File: config.mk
export PLATFORM = sky130hd
export DESIGN_NAME = irq_summary_aggr
export DESIGN_NICKNAME = d
export VERILOG_FILES = /design/src/rtl/irq_aggr_pkg.sv /design/src/rtl/aggr_group_or.sv /design/src/rtl/aggr_word_split.sv /design/src/rtl/aggr_ctrl_reg.sv /design/src/rtl/aggr_irq_gate.sv /design/src/rtl/irq_summary_aggr.sv
export SDC_FILE = /design/constraint.sdc
export NUM_CORES = 1
export LEC_CHECK = 0
export CAP_MARGIN = 20
export CORE_AREA = 2 2 194 196
export DETAILED_ROUTE_END_ITERATION = 8
export DIE_AREA = 0 0 196 198
export GPL_TIMING_DRIVEN = 0
export PLACE_DENSITY_LB_ADDON = 0.12
export SYNTH_ARGS = -nofsm -noshare
export SYNTH_HDL_FRONTEND = slang
export SYNTH_HIERARCHICAL = 1
export SYNTH_SLANG_ARGS = --single-unit
File: constraint.sdc
create_clock -name clk -period 1.83 [get_ports clk]
set_clock_uncertainty 0.1 [all_clocks]
set_input_delay 0.549 -clock clk [delete_from_list [all_inputs] [get_ports clk]]
set_output_delay 0.549 -clock clk [all_outputs]
set_load 0.1 [all_outputs]
File: src/rtl/irq_aggr_pkg.sv
// Shared parameters and register index type for the interrupt summary block.
// Assumes the register index is two bits wide and decoded exactly.
package irq_aggr_pkg;

    // Register indices seen on wr_addr
    typedef enum logic [1:0] {
        REG_SUM_LO = 2'd0,
        REG_SUM_HI = 2'd1,
        REG_CTRL   = 2'd2,
        REG_SPARE  = 2'd3
    } aggr_reg_e;

    // Default geometry
    localparam int unsigned DEF_NUM_PINS = 184;
    localparam int unsigned DEF_GROUP    = 4;
    localparam int unsigned DEF_WORD_W   = 32;
    localparam int unsigned DEF_EOI_BIT  = 29;

endpackage

File: src/rtl/aggr_group_or.sv
// Folds per-pin interrupt and wake flags into one registered bit per group of
// GROUP consecutive pins. Assumes pins beyond NUM_PINS in the last group are
// absent (treated as 0).
module aggr_group_or #(
    parameter int unsigned NUM_PINS = 184,
    parameter int unsigned GROUP    = 4,
    parameter int unsigned SUM_BITS = (NUM_PINS + GROUP - 1) / GROUP
) (
    input  logic                clk,
    input  logic                rst_n,
    input  logic [NUM_PINS-1:0] int_sts,
    input  logic [NUM_PINS-1:0] wake_sts,
    output logic [SUM_BITS-1:0] sum_q
);
    localparam int unsigned PAD_W = SUM_BITS * GROUP;

    logic [PAD_W-1:0]    pend_pad;
    logic [SUM_BITS-1:0] sum_d;

    // Merge both flag kinds and pad the vector to whole groups
    always_comb begin
        pend_pad                 = '0;
        pend_pad[NUM_PINS-1:0]   = int_sts | wake_sts;
    end

    // One OR reduction per group
    for (genvar k = 0; k < SUM_BITS; k++) begin : g_grp
        assign sum_d[k] = |pend_pad[k*GROUP +: GROUP];
    end

    // Register the summary so software sees a clean, aligned snapshot
    always_ff @(posedge clk) begin
        if (!rst_n) sum_q <= '0;
        else        sum_q <= sum_d;
    end
endmodule

File: src/rtl/aggr_word_split.sv
// Places the summary vector into two WORD_W-bit read words, zero-filling any
// position above SUM_BITS. Assumes SUM_BITS fits in two words.
module aggr_word_split #(
    parameter int unsigned SUM_BITS = 46,
    parameter int unsigned WORD_W   = 32
) (
    input  logic [SUM_BITS-1:0] sum_in,
    output logic [WORD_W-1:0]   word_lo,
    output logic [WORD_W-1:0]   word_hi
);
    localparam int unsigned FULL_W = 2 * WORD_W;

    logic [FULL_W-1:0] full;

    // Zero-extend the summary to the two-word span
    always_comb begin
        full                 = '0;
        full[SUM_BITS-1:0]   = sum_in;
    end

    assign word_lo = full[WORD_W-1:0];
    assign word_hi = full[FULL_W-1:WORD_W];
endmodule

File: src/rtl/aggr_ctrl_reg.sv
// Control register: stores written data except the self-clearing
// end-of-service bit, which is turned into a single-cycle pulse instead.
// Assumes writes to other indices are not meant for this register.
module aggr_ctrl_reg
    import irq_aggr_pkg::*;
#(
    parameter int unsigned WORD_W  = 32,
    parameter int unsigned EOI_BIT = 29
) (
    input  logic              clk,
    input  logic              rst_n,
    input  logic              wr_en,
    input  logic [1:0]        wr_addr,
    input  logic [WORD_W-1:0] wr_data,
    output logic [WORD_W-1:0] rdata,
    output logic              eoi_pulse
);
    localparam logic [WORD_W-1:0] KEEP_MASK = ~(WORD_W'(1) << EOI_BIT);

    logic hit;

    // Decode a write aimed at the control register
    assign hit       = wr_en && (aggr_reg_e'(wr_addr) == REG_CTRL);
    assign eoi_pulse = hit && wr_data[EOI_BIT];

    // Hold the storage bits; the end-of-service bit is never stored
    always_ff @(posedge clk) begin
        if (!rst_n)   rdata <= '0;
        else if (hit) rdata <= wr_data & KEEP_MASK;
    end
endmodule

File: src/rtl/aggr_irq_gate.sv
// One-shot upstream interrupt: fires when armed and the summary is non-zero,
// then holds until an end-of-service pulse. A low line means armed.
module aggr_irq_gate (
    input  logic clk,
    input  logic rst_n,
    input  logic any_pend,
    input  logic eoi_pulse,
    output logic irq_q
);
    // Raise when armed and pending; drop only on end-of-service
    always_ff @(posedge clk) begin
        if (!rst_n)     irq_q <= 1'b0;
        else if (irq_q) irq_q <= !eoi_pulse;
        else            irq_q <= any_pend;
    end
endmodule

File: src/rtl/irq_summary_aggr.sv
// Top of the grouped pin interrupt summary. Folds pin flags into a summary,
// exposes it as two read words, and gates one upstream line with an
// end-of-service re-arm. Assumes the summary fits in two words.
module irq_summary_aggr
    import irq_aggr_pkg::*;
#(
    parameter int unsigned NUM_PINS = DEF_NUM_PINS,
    parameter int unsigned GROUP    = DEF_GROUP,
    parameter int unsigned WORD_W   = DEF_WORD_W,
    parameter int unsigned EOI_BIT  = DEF_EOI_BIT
) (
    input  logic                clk,
    input  logic                rst_n,
    input  logic [NUM_PINS-1:0] pin_int_sts,
    input  logic [NUM_PINS-1:0] pin_wake_sts,
    input  logic                wr_en,
    input  logic [1:0]          wr_addr,
    input  logic [WORD_W-1:0]   wr_data,
    output logic [WORD_W-1:0]   sum_lo,
    output logic [WORD_W-1:0]   sum_hi,
    output logic [WORD_W-1:0]   master_rdata,
    output logic                irq_out
);
    localparam int unsigned SUM_BITS = (NUM_PINS + GROUP - 1) / GROUP;

    logic [SUM_BITS-1:0] sum_q;
    logic                eoi_pulse;

    aggr_group_or #(
        .NUM_PINS (NUM_PINS),
        .GROUP    (GROUP),
        .SUM_BITS (SUM_BITS)
    ) u_group (
        .clk      (clk),
        .rst_n    (rst_n),
        .int_sts  (pin_int_sts),
        .wake_sts (pin_wake_sts),
        .sum_q    (sum_q)
    );

    aggr_word_split #(
        .SUM_BITS (SUM_BITS),
        .WORD_W   (WORD_W)
    ) u_split (
        .sum_in  (sum_q),
        .word_lo (sum_lo),
        .word_hi (sum_hi)
    );

    aggr_ctrl_reg #(
        .WORD_W  (WORD_W),
        .EOI_BIT (EOI_BIT)
    ) u_ctrl (
        .clk       (clk),
        .rst_n     (rst_n),
        .wr_en     (wr_en),
        .wr_addr   (wr_addr),
        .wr_data   (wr_data),
        .rdata     (master_rdata),
        .eoi_pulse (eoi_pulse)
    );

    aggr_irq_gate u_gate (
        .clk       (clk),
        .rst_n     (rst_n),
        .any_pend  (|sum_q),
        .eoi_pulse (eoi_pulse),
        .irq_q     (irq_out)
    );
endmodule

### Yosys cells after proc, flatten, opt, wreduce, memory -nomap -nowiden

Index checks and enable logic that the tools add are counted.

* eq/ne operators: 1
* multiplexer cells: 1
* bitwise gates (word level): 1
* reduce and logical (&&, ||, !) cells: 50

Operators with widths (number)
* 184-bit bitwise OR: 1
* 4-bit OR reduction: 46
* 46-bit OR reduction: 1
* 2-bit equality test, second input constant: 1
* 1-bit logical AND: 2
* 1-bit logical NOT: 1
* 1-bit 2-to-1 mux: 1

* register bits: 78
* input port bits: 405
* output and inout port bits: 97
* word-level logic and storage cells: 56

### Depth between registers and ports, before layout

* depth after elaboration: 5
* mapped depth: 6
* mapped depth without buffers: 5

### Modules after synthesis

Netlist, hierarchy kept.

By module, submodules not included
* aggr_group_or: times used 1, cells each 189, area each 1954.4 sq um, sequential area each 920.9 sq um
* aggr_ctrl_reg: times used 1, cells each 139, area each 1292.5 sq um, sequential area each 620.6 sq um
* aggr_word_split: times used 1, cells each 65, area each 484.2 sq um, sequential area each 0.0 sq um
* irq_summary_aggr: times used 1, cells each 16, area each 103.8 sq um, sequential area each 0.0 sq um
* aggr_irq_gate: times used 1, cells each 4, area each 51.3 sq um, sequential area each 20.0 sq um

### Worst setup path after synthesis

Ideal clock, no wire load.

* path type: input to register
* start: in wr_en
* end: reg u_gate.irq_q
* library setup time: 0.066 ns
* data arrival time: 1.438 ns
* data required time: 1.664 ns
* setup slack: 0.226 ns
* cell stages on the path: 6
* buffers on the path: 2
* cells stage by stage: and3b_1 > buf_6 > buf_8 > and2_2 > nand2b_1 > a21boi_2

* longest elaborated chain between the ends: 4

Ends and longest elaborated chain
* from (decl): line irq_summary_aggr.sv:16 `input logic wr_en,`
* 1-bit logical AND: line aggr_ctrl_reg.sv:23 `assign hit = wr_en && (aggr_reg_e'(wr_addr) == REG_CTRL);`
* 1-bit logical AND: line aggr_ctrl_reg.sv:24 `assign eoi_pulse = hit && wr_data[EOI_BIT];`
* net eoi_pulse: line irq_summary_aggr.sv:27 `logic eoi_pulse;`
* 1-bit logical NOT: line aggr_irq_gate.sv:13 `else if (irq_q) irq_q <= !eoi_pulse;`
* 1-bit 2-to-1 mux: line aggr_irq_gate.sv:13
* to (signal assigned): line aggr_irq_gate.sv:13
* to (signal assigned): line aggr_irq_gate.sv:14 `else irq_q <= any_pend;`
* to (decl): line aggr_irq_gate.sv:8 `output logic irq_q`

The timed path passes the listed nets, and every way through them passes these cells.
A chain may end at the register's enable or synchronous reset.

### Worst setup path after layout

* start: reg u_ctrl.rdata[18]
* end: out master_rdata[18]

RTL lines
* from (decl): line aggr_ctrl_reg.sv:15 `output logic [WORD_W-1:0] rdata,`
* from (signal assigned): line aggr_ctrl_reg.sv:29 `else if (hit) rdata <= wr_data & KEEP_MASK;`
* to (decl): line irq_summary_aggr.sv:21 `output logic [WORD_W-1:0] master_rdata,`

No word-level cell between the ends.

==> impl_metrics.csv <==
group,metric,value,unit
global_route,grt_max_degree,14,
critical_path,critPathTopFamily,"buffers and inverters",
route,wl_per_cell,17.7,um
layout,area_growth,145,%
timing,period_needed,1770,ps
cts,clock_latency,340,ps
timing,drv_slew,0,
timing,tns,0,ps
timing,worst_pin_slew,600,ps
critical_path,r2r_end,"u_gate/irq_q$_SDFF_PN0_",
hold_path,min_path_type,"reg -> reg",
cts,clk_pin_slew,70,ps
cts,htree_levels,3,
global_route,grt_use_total,0.122,
power,power,6.14,mW
place,place_hpwl,21700,um
critical_path,rr_startpoint,"u_group/sum_q[12]$_SDFF_PN0_",
route,firstDrtPassIters,3,
route,drt_drc_violations_left,0,
power,ir_drop,0.000406,V
power,power.internal,4.20,mW
power,switchingPower,1.93,mW
synth,syn_area,3890,um2
place,portBuffers,482,
global_route,grt_pass1_wl,34200,um
layout,nets,1328,
critical_path,slowest_delay,440,ps
hold_path,whs_endpoint,"u_ctrl/rdata[21]$_SDFFE_PN0P_",
cts,clock-sinks,78,
synth,syn_avg_cell_area,9.41,um2
synth,ys_seq_area_frac,0.402,
timing,setup_viol,0,
critical_path,cp.arrival,1120,ps
route,first_iter_violations,74,
run,maxCapViolations,0,
power,swShare,0.315,
cts,cts.path.max_buffers,2,
global_route,grt_overflow,0,
power,power.leakage,3.68,nW
layout,antenna_cells,0,
critical_path,path_cells,"buf_2",
floorplanning,row_count,71,
place,dpl_cell_area,9370,um2
floorplanning,start_util,0.105,
route,wl,24900,um
synth,ys_ff_latch,78,
critical_path,cp_num_buf_inv,1,
critical_path,worstPathRequired,1180,ps
floorplanning,dieWidth,196,um
place,gp_congestion,0.847,
layout,drive_above_1_share,0.210,
cts,cts_made_buffers,9,
hold_path,hold_path_depth,2,
route,num_vias,4915,
floorplanning,fp.dieH,198,um
cts,ctsHoldBuffers,0,
timing,rsz0062_at_grt,"false",
critical_path,rr_worst_depth,5,
floorplanning,die-area,38800,um2
hold_path,hold_start,"u_ctrl/rdata[21]$_SDFFE_PN0P_",
route,ant_nets,0,
power,p_clk_frac,0.350,
critical_path,slowest_stage,"buf_2",
power,p_per_area,645,nW/um2
power,seq_power_share,0.298,
route,drt-vias-per-instance,3.51,
timing,post-route-period-util,0.968,
cts,root_buffer,"clkbuf_16",
timing,relSlewSlack,0.596,
synth,yosysUniqueCellTypes,21,
cts,cts_setup_buffers,0,
global_route,grt_pass1_vias,5232,
cts,cts_tree,"built",
critical_path,worst-setup-path-type,"reg -> out",
global_route,antenna_found_initial,1,
critical_path,end_kind,"primary output",
timing,hold_viol_final,0,
floorplanning,core,37000,um2
floorplanning,ios,502,
power,power_frac_comb,0.352,
layout,design_area,9510,um2
timing,fmax,0.565,GHz
critical_path,r2r_slack,170,ps
synth,synth_cells,413,
critical_path,crit_start,"u_ctrl/rdata[18]$_SDFFE_PN0P_",
critical_path,crit_fanout,2,
run_status,outcome,"completed",
critical_path,start_kind,"flip-flop",
synth,yosys_warnings,6,
power groups by stage:
stage | clock (mW) | sequential, mW | combinational (mW)
after floorplan | 0 | 2.04 | 0.880
after global placement | 0 | 1.87 | 2.20
after detailed placement | 0 | 1.87 | 2.21
after CTS | 2.27 | 1.83 | 2.18
after global routing | 2.32 | 1.84 | 2.26
final | 2.15 | 1.83 | 2.16
how the worst max path moves through the flow:
stage                              end  cells after the start
6_report              master_rdata[18]                      1
5_1_grt               master_rdata[11]                      1
4_1_cts                     sum_lo[15]                      2
3_5_place_dp                 sum_lo[5]                      2
3_3_place_gp                 sum_lo[5]                      2
2_1_floorplan  u_gate/irq_q$_SDFF_PN0_                      6
sequential cells by signal, indices dropped and copies added (netlist names):
register and cells:
u_ctrl/rdata 31, u_group/sum_q 46, u_gate/irq_q 1
placed cells by master, fill, tap and decap left out, drive strengths merged:
cell type      count
and3b              1
nand4              3
or3                1
a21boi            47
clkbuf            12
dfxtp             78
nor4             103
buf              158
bufinv             3
and2               1
clkinv             1
clkdlybuf4s50    404
nor2               1
nand2             62
mux2i             31
nand2b             2
conb              19
clkinvlp           1
cell usage after synthesis:
master | count | area, um2
and3b_1 | 1 | 8.76
a21boi_2 | 13 | 146
and2_2 | 1 | 7.51
conb_1 | 2 | 7.51
nand4_1 | 3 | 18.8
buf_12 | 2 | 40.0
nand2_1 | 62 | 233
nand2b_4 | 1 | 13.8
a21boi_1 | 28 | 210
mux2i_1 | 31 | 310
buf_4 | 65 | 488
nor2_1 | 1 | 3.75
or3_1 | 1 | 6.26
nand2b_1 | 1 | 6.26
buf_6 | 3 | 33.8
buf_8 | 4 | 60.1
a21boi_0 | 6 | 45.0
buf_2 | 7 | 35.0
nor4_2 | 1 | 12.5
nor4_1 | 102 | 638
dfxtp_1 | 78 | 1560
per-stage QoR:
step,setup slack (ps),hold WS (ps),utilization,instances
finish,59.0,350,0.257,1402
global route,2.08,371,0.257,1402
CTS,4.66,354,0.256,1402
detailed placement,-518,347,0.253,1386
global placement,-523,344,0.253,1386
floorplan,226,591,-,430
per-layer routing:
| metal | track usage | share of wire | vias up |
|---|---|---|---|
| li1 | - | - | 2459 |
| met5 | 0 | 0 | - |
| met4 | 0.0250 | 0.0086 | 0 |
| met2 | 0.247 | 0.55 | 247 |
| met1 | 0.126 | 0.37 | 2196 |
| met3 | 0.0303 | 0.070 | 13 |
cell type report:
cell class | instances | area (um2)
plain buffers | 81 | 657
flip-flops and latches | 78 | 1560
well taps | 474 | 593
clock inverters | 5 | 106
clock buffers | 11 | 243
repair buffers | 482 | 4580
multi-input cells | 271 | 1770
fillers | 4008 | 27400
repair_timing:
| item | CTS | global route |
|---|---|---|
| setup endpoints to repair | 80 | 6 |
| pin swaps | 1 | 0 |
| gates resized for setup | 443 | 7 |
kinds of logic after synthesis:
group / synth area share
AND/OR/NAND/NOR: 0.244
buffers and inverters: 0.169
flip-flops: 0.402
AO/OA/AOI/OAI: 0.103
multiplexers: 0.0798
other: 0.00193
(Power assumes the default switching activity.)
